[config.mk]
export PLATFORM = sky130hd
export DESIGN_NAME = fba_arbiter
export DESIGN_NICKNAME = d
export VERILOG_FILES = /design/src/rtl/fba_pkg.sv /design/src/rtl/fba_window.sv /design/src/rtl/fba_swap.sv /design/src/rtl/fba_rdseq.sv /design/src/rtl/fba_arbiter.sv
export SDC_FILE = /design/constraint.sdc
export NUM_CORES = 1
export LEC_CHECK = 0
export CORE_MARGIN = 10
export CORE_UTILIZATION = 44
export DETAILED_ROUTE_END_ITERATION = 10
export HOLD_SLACK_MARGIN = 0.03
export PLACE_DENSITY_LB_ADDON = 0.3
export SETUP_SLACK_MARGIN = 0.15
export SYNTH_ARGS = -nofsm -noshare
export SYNTH_HDL_FRONTEND = slang
export SYNTH_HIERARCHICAL = 1
export SYNTH_SLANG_ARGS = --single-unit
export TNS_END_PERCENT = 5
[constraint.sdc]
create_clock -name clk -period 13.87 [get_ports clk]
set_input_delay 2.774 -clock clk [delete_from_list [all_inputs] [get_ports clk]]
set_output_delay 2.774 -clock clk [all_outputs]
set_load 0.05 [all_outputs]
[src/rtl/fba_pkg.sv]
package fba_pkg;

    localparam int unsigned FBA_ADDR_W = 24;

    typedef enum logic [2:0] {
        ARB_IDLE,
        ARB_RD_REQ,
        ARB_RD_WAIT,
        ARB_WR_REQ,
        ARB_WR_WAIT
    } arb_state_t;

    typedef struct packed {
        logic                  we;
        logic [FBA_ADDR_W-1:0] addr;
    } mem_cmd_t;

    function automatic logic [FBA_ADDR_W-1:0] pix_addr(
        input logic [FBA_ADDR_W-1:0] base,
        input logic [31:0]           line,
        input logic [31:0]           col,
        input logic [31:0]           line_pix
    );
        logic [31:0] ofs;
        ofs = line * line_pix + col;
        return base + ofs[FBA_ADDR_W-1:0];
    endfunction

    function automatic int unsigned max_u(input int unsigned a, input int unsigned b);
        return (a > b) ? a : b;
    endfunction

endpackage

[src/rtl/fba_window.sv]
module fba_window #(
    parameter int unsigned HBLANK_CYC = 410,
    parameter int unsigned VBLANK_CYC = 52500,
    parameter int unsigned CNT_W      = 16
) (
    input  logic             clk,
    input  logic             rst,
    input  logic             hblank,
    input  logic             vblank,
    output logic             blank,
    output logic [CNT_W-1:0] win_cnt
);
    logic hb_q, vb_q;

    assign blank = hblank | vblank;

    always_ff @(posedge clk) begin
        if (rst) begin
            hb_q    <= 1'b0;
            vb_q    <= 1'b0;
            win_cnt <= '0;
        end else begin
            hb_q <= hblank;
            vb_q <= vblank;
            if (vblank && !vb_q)
                win_cnt <= CNT_W'(VBLANK_CYC);
            else if (hblank && !hb_q && !vblank)
                win_cnt <= CNT_W'(HBLANK_CYC);
            else if (win_cnt != '0)
                win_cnt <= win_cnt - 1'b1;
        end
    end
endmodule

[src/rtl/fba_swap.sv]
module fba_swap (
    input  logic clk,
    input  logic rst,
    input  logic vblank,
    input  logic back_done,
    output logic front_sel
);
    logic vb_q, ready;

    always_ff @(posedge clk) begin
        if (rst) begin
            vb_q      <= 1'b0;
            ready     <= 1'b0;
            front_sel <= 1'b0;
        end else begin
            vb_q <= vblank;
            if (vblank && !vb_q && ready) begin
                front_sel <= ~front_sel;
                ready     <= back_done;
            end else if (back_done) begin
                ready <= 1'b1;
            end
        end
    end
endmodule

[src/rtl/fba_rdseq.sv]
module fba_rdseq #(
    parameter int unsigned LINE_PIX  = 480,
    parameter int unsigned BURST_LEN = 8,
    parameter int unsigned LINE_W    = 9,
    parameter int unsigned COL_W     = 9
) (
    input  logic              clk,
    input  logic              rst,
    input  logic              fetch,
    input  logic [LINE_W-1:0] fetch_line,
    input  logic              adv,
    output logic              pending,
    output logic [LINE_W-1:0] line,
    output logic [COL_W-1:0]  col
);
    logic last_burst;

    assign last_burst = (32'(col) + BURST_LEN) >= LINE_PIX;

    always_ff @(posedge clk) begin
        if (rst) begin
            pending <= 1'b0;
            line    <= '0;
            col     <= '0;
        end else if (fetch) begin
            pending <= 1'b1;
            line    <= fetch_line;
            col     <= '0;
        end else if (adv && pending) begin
            if (last_burst)
                pending <= 1'b0;
            else
                col <= col + COL_W'(BURST_LEN);
        end
    end
endmodule

[src/rtl/fba_arbiter.sv]
module fba_arbiter
    import fba_pkg::*;
#(
    parameter int unsigned          LINE_PIX    = 480,
    parameter int unsigned          BURST_LEN   = 8,
    parameter int unsigned          LINE_W      = 9,
    parameter int unsigned          COL_W       = 9,
    parameter int unsigned          HBLANK_CYC  = 410,
    parameter int unsigned          VBLANK_CYC  = 52500,
    parameter int unsigned          WR_OVH      = 6,
    parameter logic [FBA_ADDR_W-1:0] FRAME0_BASE = 24'h000000,
    parameter logic [FBA_ADDR_W-1:0] FRAME1_BASE = 24'h040000
) (
    input  logic                  clk,
    input  logic                  rst,
    input  logic                  hblank,
    input  logic                  vblank,
    input  logic                  disp_fetch,
    input  logic [LINE_W-1:0]     disp_line,
    input  logic                  back_done,
    input  logic                  wr_req,
    input  logic [LINE_W-1:0]     wr_line,
    input  logic [COL_W-1:0]      wr_col,
    output logic                  wr_hold,
    output logic                  mem_req,
    output logic                  mem_we,
    output logic [FBA_ADDR_W-1:0] mem_addr,
    input  logic                  mem_ack,
    input  logic                  mem_done,
    output logic                  front_sel
);
    localparam int unsigned WR_COST = BURST_LEN + WR_OVH;
    localparam int unsigned CNT_W   = $clog2(max_u(HBLANK_CYC, VBLANK_CYC) + 1);

    arb_state_t          state;
    mem_cmd_t            cmd;
    logic                blank;
    logic [CNT_W-1:0]    win_cnt;
    logic                rd_pend, rd_adv, wr_ok;
    logic [LINE_W-1:0]   rd_line;
    logic [COL_W-1:0]    rd_col;
    logic [FBA_ADDR_W-1:0] front_base, back_base;

    fba_window #(.HBLANK_CYC(HBLANK_CYC), .VBLANK_CYC(VBLANK_CYC), .CNT_W(CNT_W)) u_win (
        .clk(clk), .rst(rst), .hblank(hblank), .vblank(vblank),
        .blank(blank), .win_cnt(win_cnt)
    );

    fba_swap u_swap (
        .clk(clk), .rst(rst), .vblank(vblank), .back_done(back_done),
        .front_sel(front_sel)
    );

    fba_rdseq #(.LINE_PIX(LINE_PIX), .BURST_LEN(BURST_LEN), .LINE_W(LINE_W), .COL_W(COL_W)) u_rd (
        .clk(clk), .rst(rst), .fetch(disp_fetch), .fetch_line(disp_line),
        .adv(rd_adv), .pending(rd_pend), .line(rd_line), .col(rd_col)
    );

    assign front_base = front_sel ? FRAME1_BASE : FRAME0_BASE;
    assign back_base  = front_sel ? FRAME0_BASE : FRAME1_BASE;

    assign wr_ok   = blank && (state == ARB_IDLE) && !rd_pend && (32'(win_cnt) >= WR_COST);
    assign wr_hold = !wr_ok;
    assign rd_adv  = (state == ARB_RD_WAIT) && mem_done;

    assign mem_req  = (state == ARB_RD_REQ) || (state == ARB_WR_REQ);
    assign mem_we   = cmd.we;
    assign mem_addr = cmd.addr;

    always_ff @(posedge clk) begin
        if (rst) begin
            state <= ARB_IDLE;
            cmd   <= '0;
        end else begin
            unique case (state)
                ARB_IDLE: begin
                    if (rd_pend) begin
                        state    <= ARB_RD_REQ;
                        cmd.we   <= 1'b0;
                        cmd.addr <= pix_addr(front_base, 32'(rd_line), 32'(rd_col), LINE_PIX);
                    end else if (wr_req && wr_ok) begin
                        state    <= ARB_WR_REQ;
                        cmd.we   <= 1'b1;
                        cmd.addr <= pix_addr(back_base, 32'(wr_line), 32'(wr_col), LINE_PIX);
                    end
                end
                ARB_RD_REQ:  if (mem_ack)  state <= ARB_RD_WAIT;
                ARB_RD_WAIT: if (mem_done) state <= ARB_IDLE;
                ARB_WR_REQ:  if (mem_ack)  state <= ARB_WR_WAIT;
                ARB_WR_WAIT: if (mem_done) state <= ARB_IDLE;
                default:                   state <= ARB_IDLE;
            endcase
        end
    end
endmodule

Word level (Yosys, flattened, before mapping):

Index checks and enable logic that the tools add are counted.
Widths: inputs -> output; s select.

* register bits: 67
* bits of input ports: 36
* output and inout port bits: 28
* logic and storage cells: 85

* add/subtract/negate cells: 7
* multiply operators: 2
* $lt $le $gt $ge: 2
* equal/unequal tests: 8
* muxes and demuxes: 18
* bitwise gates (word level): 3
* reduce and logical (&&, ||, !) cells: 32

Operators with widths (count)
* $mux 25: 2
* $mux 16: 3
* $add 19x19->20: 2
* $add 18x9->19: 2
* $mux 19: 2
* $ge 32x9->1 const B: 1
* $mul 9x4->13 const B: 2
* $ge 16x4->1 const B: 1
* $reduce_bool 16->1: 1
* $sub 16x1->16 const B: 1
* $mux 3: 5
* $pmux 3 s4: 1
* $add 9x4->10 const B: 1
* $logic_and 1x1->1: 10
* $reduce_bool 2->1: 5
* $add 9x4->9 const B: 1
* $eq 3x2->1 const B: 2
* $reduce_and 2->1: 3
* $reduce_or 2->1: 3
* $logic_not 1->1: 5
* $mux 1: 5
* $ne 2x2->1 const B: 2
* $reduce_and 4->1: 1
* $eq 3x1->1 const B: 1
* 9 further kinds: 10

Logic depth before layout (Yosys ltp):

Gate-level depths: netlist of the first run.

* word-level depth: 8
* depth in mapped cells: 14
* depth with buffers taken out: 13

Hierarchy:

Netlist of the first run, hierarchy kept.

By module, submodules not included
* fba_arbiter: instances 1, cells an instance 452, area each 3893.7 um2, sequential area each 480.5 um2
* fba_window: instances 1, cells an instance 103, area each 887.1 um2, sequential area each 360.3 um2
* fba_rdseq: instances 1, cells an instance 88, area each 823.3 um2, sequential area each 320.3 um2
* fba_swap: instances 1, cells an instance 10, area each 101.3 um2, sequential area each 60.1 um2

Worst setup path after synthesis of the first run:

OpenSTA, ideal clock, no wires.

* path kind: input -> output
* start point: input port vblank
* end point: output port wr_hold
* arrival: 3.485 ns
* required time: 11.096 ns
* path slack: 7.611 ns
* stages on the path: 2
* path buffers: 0
* cells stage by stage: or2_2 -> nand4_1

* cells in the longest elaborated chain, start to end: 5

RTL lines
* from (decl): RTL line fba_arbiter.sv:17 `input logic vblank,`
* $or 1x1->1: RTL line fba_window.sv:15 `assign blank = hblank | vblank;`
* $logic_and 1x1->1 (3 in series): RTL line fba_arbiter.sv:62 `assign wr_ok = blank && (state == ARB_IDLE) && !rd_pend && (32'(win_cnt) >= WR_COST);`
* $logic_not 1->1: RTL line fba_arbiter.sv:63 `assign wr_hold = !wr_ok;`
* to (decl): RTL line fba_arbiter.sv:24 `output logic wr_hold,`

No other way between the ends.

Worst setup path in the final report of the first run:

* start point: input port vblank
* end point: output port wr_hold

* cells in the longest elaborated chain, start to end: 5

RTL lines
* $or 1x1->1: RTL line fba_window.sv:15
* via blank: RTL line fba_arbiter.sv:37 `logic blank;`
* $logic_and 1x1->1 (3 in series): RTL line fba_arbiter.sv:62
* $logic_not 1->1: RTL line fba_arbiter.sv:63

The timed path passes the listed nets, and every way through them passes these cells.

==> reports/summary.txt, run 1 <==
grt ovf -> 0
final std cells w/o fill -> 882
Post-DP Area -> 6350 µm²
initial drt markers -> 224
IO Port Bufs -> 59
reg-to-reg setup timing slack -> 9.74 ns
Post-Route Utilization -> 52.5%
Reg-to-Reg Start -> u_rd/line[3]$_SDFFE_PP0P_
WL final -> 13400 µm
top-count cell post-synth -> inv_1
first-pass GRT wire length -> 23400 µm
Synth cell types -> 88
Worst EP arrival -> 4.58 ns
most frequent cells after synthesis -> 70 x inv_1, 61 x dfxtp_1, 55 x nor2_1
worst hold path type -> reg -> reg
Ys Warns -> 6
Cell Pwr Density -> 132 nW/µm²
post-route cell area -> 6650 µm²
met3 Track Usage GR -> 2.58%
Post-synth EDFFs -> 0
WP data required -> 11.10 ns
critical path peak fanout -> 8
post-synthesis sequential area ratio -> 21.4%
initial core utilization -> 45.0%
Worst setup SP type -> input port
placed insts -> 866
actual slew at the worst max-slew pin -> 1.04 ns
status -> completed
Register Area -> 1220 µm²
gpl congestion -> 0.893
fmax -> 0.136 GHz
Clk pwr share -> 25.2%
worst-case reg-to-reg path depth -> 13
Final Hold Viols -> 0
P_sw -> 0.364 mW
crit path from -> vblank
Root Buffer -> clkbuf_16
Synth Register Bits -> 61
Critical R2R Capture -> mem_addr[17]$_SDFFE_PP0P_
fillcell total -> 1188
clock skew -> 0.00410 ns
worst skew pair latency -> 0.33 ns
Worst Setup End Kind -> primary output
GRT Total Usage -> 15.4%
final setup violating endpoints -> 0
Area Overhead vs Synth -> 16.6%
Avg Cell Area, Syn -> 8.74 µm²
DRC -> 0
H-tree depth -> 3
CTS sink cnt -> 61
Final ANT Viol Nets -> 0
vias in the first global route -> 4975
max_slew headroom -> 30.8%
Mapped Area -> 5710 µm²
DIE AREA -> 17900 µm²
Post-Synthesis Cells -> 653
Post-CTS Hold Fix Bufs -> 0
Avg WL per Cell -> 15.2 µm
largest net degree at the start of global routing -> 52
gr busiest metal -> met2
worst-case clock buffer depth -> 2
grt met2 use -> 25.3%
layout cell share with drive strength beyond 1 -> 7.04%
max-slew violations -> 0
initial antenna violation count -> 0
Core ar. -> 12700 µm²
Die H -> 134 µm
Pleak -> 2.73 nW
area taken by multi-input logic gates -> 4050 µm²
Synth area leaders -> dfxtp_1 21%, fa_1 11%, ha_1 9.2%, inv_1 4.6%, mux2i_1 4.0%
Ports -> 64
# nets final -> 815
Worst-path clk slew -> 0.05 ns
crit path capture -> wr_hold
RSZ-0062 raised after global routing -> false
Flop pwr share -> 24.6%
P_int -> 0.517 mW
FP Rows -> 41
Switching Share -> 41.3%
CTS tree -> yes
Final Cycle Share -> 53.0%
total CTS buffers -> 9
number of max-cap violations -> 0
HPWL after DPL -> 10600 µm
cell taking the most area after synthesis -> dfxtp_1
Synth Flop Type -> dfxtp_1
vias post-DR -> 4792
VDD IR max -> 0.102 mV
Gate power share -> 50.1%
chip width -> 134 µm
1st-pass router iterations -> 4
Antenna Cells -> 0
setup repair bufs after CTS -> 0
vias per cell -> 5.43
asr flop ratio synth -> 0%
GR Layer Usage met1 -> 19.6%
setup TNS -> 0 ns
CTS resizes -> 0
top-area cell type share of the netlist area -> 21.4%
Tmin final -> 7.35 ns
WS Path Type -> in -> out
[stage by stage]
| stage | hold WS, ns | setup WS (ns) | power [mW] |
|---|---|---|---|
| final | 0.462 | 6.52 | 0.881 |
| after CTS | 0.464 | 6.51 | 0.885 |
| after global routing | 0.483 | 6.46 | 0.946 |
| after global placement | 0.448 | 6.52 | 0.647 |
| after floorplan | 0.452 | 7.61 | 0.559 |
| after detailed placement | 0.457 | 6.51 | 0.659 |
[power groups by stage]
stage          Clock, mW  Sequential (mW)  Combinational [mW]
4_1_cts            0.227            0.217               0.442
3_5_place_dp           0            0.221               0.438
5_1_grt            0.236            0.221               0.489
2_1_floorplan          0            0.256               0.303
6_report           0.222            0.217               0.441
3_3_place_gp           0            0.219               0.428
[cell type report]
cell class	instances	area share, %
well taps	172	3.24
repair buffers	61	9.03
flip-flops and latches	61	18.4
clock inverters	3	0.677
multi-input cells	501	60.9
clock buffers	13	3.76
inverters	71	4.01
[registers in the layout, summed over array words and instances (netlist names)]
signal	cells
mem_we	1
u_win/win_cnt	16
u_swap/vb_q	1
u_rd/pending	1
u_rd/col	6
u_swap/front_sel	1
state	3
u_win/vb_q	1
u_swap/ready	1
mem_addr	20
u_win/hb_q	1
u_rd/line	9
[cells in the final DEF (no fill, tap or decap), drive strengths merged, types with 8 or more instances in the layout]
cell type      count
xnor2             24
and3               8
xor2              15
a211oi            16
nand3             12
or3               10
inv               71
clkdlybuf4s50     58
a21o               8
nand2b            12
o21ai             21
nor2b              9
a21oi             33
clkbuf            13
a311oi             8
fa                32
nand2             29
nor2              55
o211ai            14
nand4              9
mux2i             23
dfxtp             61
nor4              11
ha                42
nor3              19
[worst max-delay path, cell delays in order]
cell             delay, ns
clkdlybuf4s50_1       0.53
or2_2                 0.34
nand4_1               0.11
clkdlybuf4s50_1       0.82
[layer usage]
| layer | part of all wire [%] | wire length, µm |
|---|---|---|
| met1 | 48 | 6460 |
| met4 | 2.0 | 265 |
| met3 | 3.7 | 499 |
| met2 | 46 | 6200 |
| met5 | 0 | 0 |
[cell families after synthesis]
logic type,Yosys count,share of synthesized area (%)
buffers and inverters,96,7.92
AOI/OAI and AO/OA,142,18.1
muxes,23,4.04
xor gates and xnor gates,39,5.99
DFF,61,21.4
adders and majority gates,74,20.4
and+or+nand+nor,216,22.0
other,2,0.132
[worst min path at each step]
stage,start,to,slack (ns),depth (start not counted)
after floorplan,u_swap/ready$_SDFFE_PP0P_,u_swap/ready$_SDFFE_PP0P_,0.45,2
after global placement,mem_addr[14]$_SDFFE_PP0P_,mem_addr[14]$_SDFFE_PP0P_,0.45,2
after detailed placement,mem_addr[7]$_SDFFE_PP0P_,mem_addr[7]$_SDFFE_PP0P_,0.46,2
after CTS,mem_addr[7]$_SDFFE_PP0P_,mem_addr[7]$_SDFFE_PP0P_,0.46,2
after global routing,mem_addr[11]$_SDFFE_PP0P_,mem_addr[11]$_SDFFE_PP0P_,0.48,2
final,mem_addr[7]$_SDFFE_PP0P_,mem_addr[7]$_SDFFE_PP0P_,0.46,2
(Power assumes the default switching activity.)
==> inputs of run 2 (changes only) <==
==> constraint.sdc (replaced) <==
create_clock -name clk -period 5.96 [get_ports clk]
set_input_delay 1.192 -clock clk [delete_from_list [all_inputs] [get_ports clk]]
set_output_delay 1.192 -clock clk [all_outputs]
set_load 0.05 [all_outputs]
==> reports/summary.txt, run 2 (synthesized netlist as in run 1, its figures left out) <==
clock skew -> 0.00710 ns (+0.00300 ns)
Post-CTS Hold Fix Bufs -> 0 (unchanged)
gpl congestion -> 0.871 (-2.5%)
status -> completed
HPWL after DPL -> 10700 µm (+1.1%)
Root Buffer -> clkbuf_16
Hold Crit Depth -> 2 (unchanged)
CP cell instances -> clkdlybuf4s50_1, inv_1, fa_1, fa_1, inv_1, ha_1, a211oi_1, nor2_1, xor2_1, nand4_4, nor4_4, nand2b_1, or3b_1, a311oi_1
commonest non-fill, non-tap cell in the layout -> inv_1
hold path start -> mem_addr[14]$_SDFFE_PP0P_
RSZ-0062 raised after global routing -> false
Worst-path clk slew -> 0.05 ns (about the same)
Pleak -> 2.74 nW (+0.39%)
Tmin final -> 5.10 ns
delay-heaviest family, CP -> adder cells
CTS sink cnt -> 61 (unchanged)
initial core utilization -> 45.0% (unchanged)
post-route cell area -> 6650 µm² (unchanged)
# nets final -> 816 (+0.12%)
FP Rows -> 41 (unchanged)
setup TNS -> 0 ns (unchanged)
WS Path Type -> in -> reg
Worst Setup End Kind -> register
Avg WL per Cell -> 15.4 µm (+0.88%)
Worst EP arrival -> 5.33 ns (+0.75 ns)
VDD IR max -> 0.152 mV (+50%)
grt ovf -> 0 (unchanged)
final setup violating endpoints -> 0 (unchanged)
Antenna Cells -> 0 (unchanged)
actual slew at the worst max-slew pin -> 0.930 ns (-0.108 ns)
Cell Pwr Density -> 305 nW/µm² (+130%)
chip width -> 134 µm (unchanged)
WP data required -> 6.19 ns (-4.91 ns)
Worst Hold Path EP -> mem_addr[14]$_SDFFE_PP0P_
Switching Share -> 42.3% (+1.0 points)
P_sw -> 0.860 mW (+140%)
DIE AREA -> 17900 µm² (unchanged)
vias in the first global route -> 4763 (-4.3%)
P_int -> 1.17 mW (+130%)
worst hold path type -> reg -> reg
total CTS buffers -> 9 (unchanged)
Worst setup SP type -> input port
initial drt markers -> 275 (+23%)
Ports -> 64 (unchanged)
Critical R2R Capture -> mem_addr[16]$_SDFFE_PP0P_
H-tree depth -> 3 (unchanged)
fillcell total -> 1182 (-0.51%)
critical path peak fanout -> 6 (-2)
max-slew violations -> 0 (unchanged)
slowest CP cell -> clkdlybuf4s50_1
DRC -> 0 (unchanged)
IO Port Bufs -> 59 (unchanged)
Area Overhead vs Synth -> 16.6% (unchanged)
first-pass GRT wire length -> 22700 µm (-2.8%)
Post-DP Area -> 6360 µm² (+0.12%)
Crit path largest cell delay -> 0.53 ns (-0.29 ns)
setup repair bufs after CTS -> 0 (unchanged)
most frequent cells in the layout -> 70 x inv_1, 61 x dfxtp_1, 58 x clkdlybuf4s50_1
worst-case reg-to-reg path depth -> 13 (unchanged)
worst skew pair latency -> 0.33 ns (about the same)
fmax -> 0.196 GHz
1st-pass router iterations -> 4 (unchanged)
Clk pwr share -> 24.1% (-1.1 points)
CTS resizes -> 0 (unchanged)
Flop pwr share -> 24.9% (+0.3 points)
Core ar. -> 12700 µm² (unchanged)
CTS tree -> yes
Gate power share -> 51.0% (+0.9 points)
WL final -> 13600 µm (+1.0%)
vias per cell -> 5.48 (+0.91%)
Final ANT Viol Nets -> 0 (unchanged)
worst-case clock buffer depth -> 2 (unchanged)
reg-to-reg setup timing slack -> 1.95 ns (-7.79 ns)
initial antenna violation count -> 0 (unchanged)
Die H -> 134 µm (unchanged)
largest net degree at the start of global routing -> 52 (unchanged)
CP Buf/Inv Count -> 3 (+1)
Reg-to-Reg Start -> u_rd/line[6]$_SDFFE_PP0P_
max reg flops -> 20 (unchanged)
max_slew headroom -> 38.0% (+7.2 points)
Post-Route Utilization -> 52.5% (unchanged)
layout cell share with drive strength beyond 1 -> 7.59% (+0.55 points)
Final Cycle Share -> 85.5%
vias post-DR -> 4841 (+1.0%)
GRT Total Usage -> 15.1% (-0.31 points)
Final Hold Viols -> 0 (unchanged)
number of max-cap violations -> 0 (unchanged)
-- run 2: cell types whose count changed in the layout (fill, tap and decap cells not counted), sizes merged --
cell / delta
clkbuf: -2
buf: +1
clkinv: +4
bufinv: -1
clkinvlp: -1
-- run 2: cell type report --
class                      count  area, µm²  area share [%]
multi-input combinational    501       4050            60.9
sequential                    61       1220            18.4
timing repair buffer          62        608            9.14
inverter                      71        267            4.01
clock buffer                  11        253            3.80
tap                          172        215            3.24
clock inverter                 5       35.0           0.527
-- run 2: power by group through the flow --
stage                     sequential, mW  clock (mW)  combinational (mW)
after CTS                          0.505       0.501                1.03
after detailed placement           0.514           0                1.02
after floorplan                    0.596           0               0.704
after global placement             0.510           0                1.00
after global routing               0.513       0.520                1.14
final                              0.506       0.491                1.04
-- run 2: worst max-delay path by stage --
stage	startpoint	endpoint	slack, ns	cells past startpoint
2_1_floorplan	wr_line[6]	mem_addr[19]$_SDFFE_PP0P_	1.29	13
3_3_place_gp	wr_line[1]	mem_addr[19]$_SDFFE_PP0P_	0.67	14
3_5_place_dp	wr_line[7]	mem_addr[19]$_SDFFE_PP0P_	0.51	14
4_1_cts	wr_line[0]	mem_addr[19]$_SDFFE_PP0P_	0.84	13
5_1_grt	wr_line[3]	mem_addr[18]$_SDFFE_PP0P_	0.61	14
6_report	wr_line[2]	mem_addr[19]$_SDFFE_PP0P_	0.86	14
-- run 2: tightest hold or removal path: stages, from the launching register on --
cell,delay [ns]
dfxtp_1,0.31
nand2_1,0.05
a21oi_1,0.05
-- run 2: metrics by stage --
stage               hold WS, ns  total power, mW  std cells  setup WS [ns]
finish                    0.459             2.03        883          0.862
global route              0.481             2.17        883          0.607
CTS                       0.463             2.04        883          0.844
detailed placement        0.456             1.54        867          0.511
global placement          0.449             1.51        867          0.673
floorplan                 0.452             1.30        658           1.29
-- run 2: per-layer routing --
layer | vias to the layer above | global-route usage, % | routed length, µm | part of all wire, %
met2 | 119 | 23.5 | 6170 | 46
li1 | 2418 | - | - | -
met4 | 0 | 5.50 | 267 | 2.0
met5 | - | 0 | 0 | 0
met1 | 2285 | 19.8 | 6530 | 48
met3 | 19 | 3.47 | 583 | 4.3
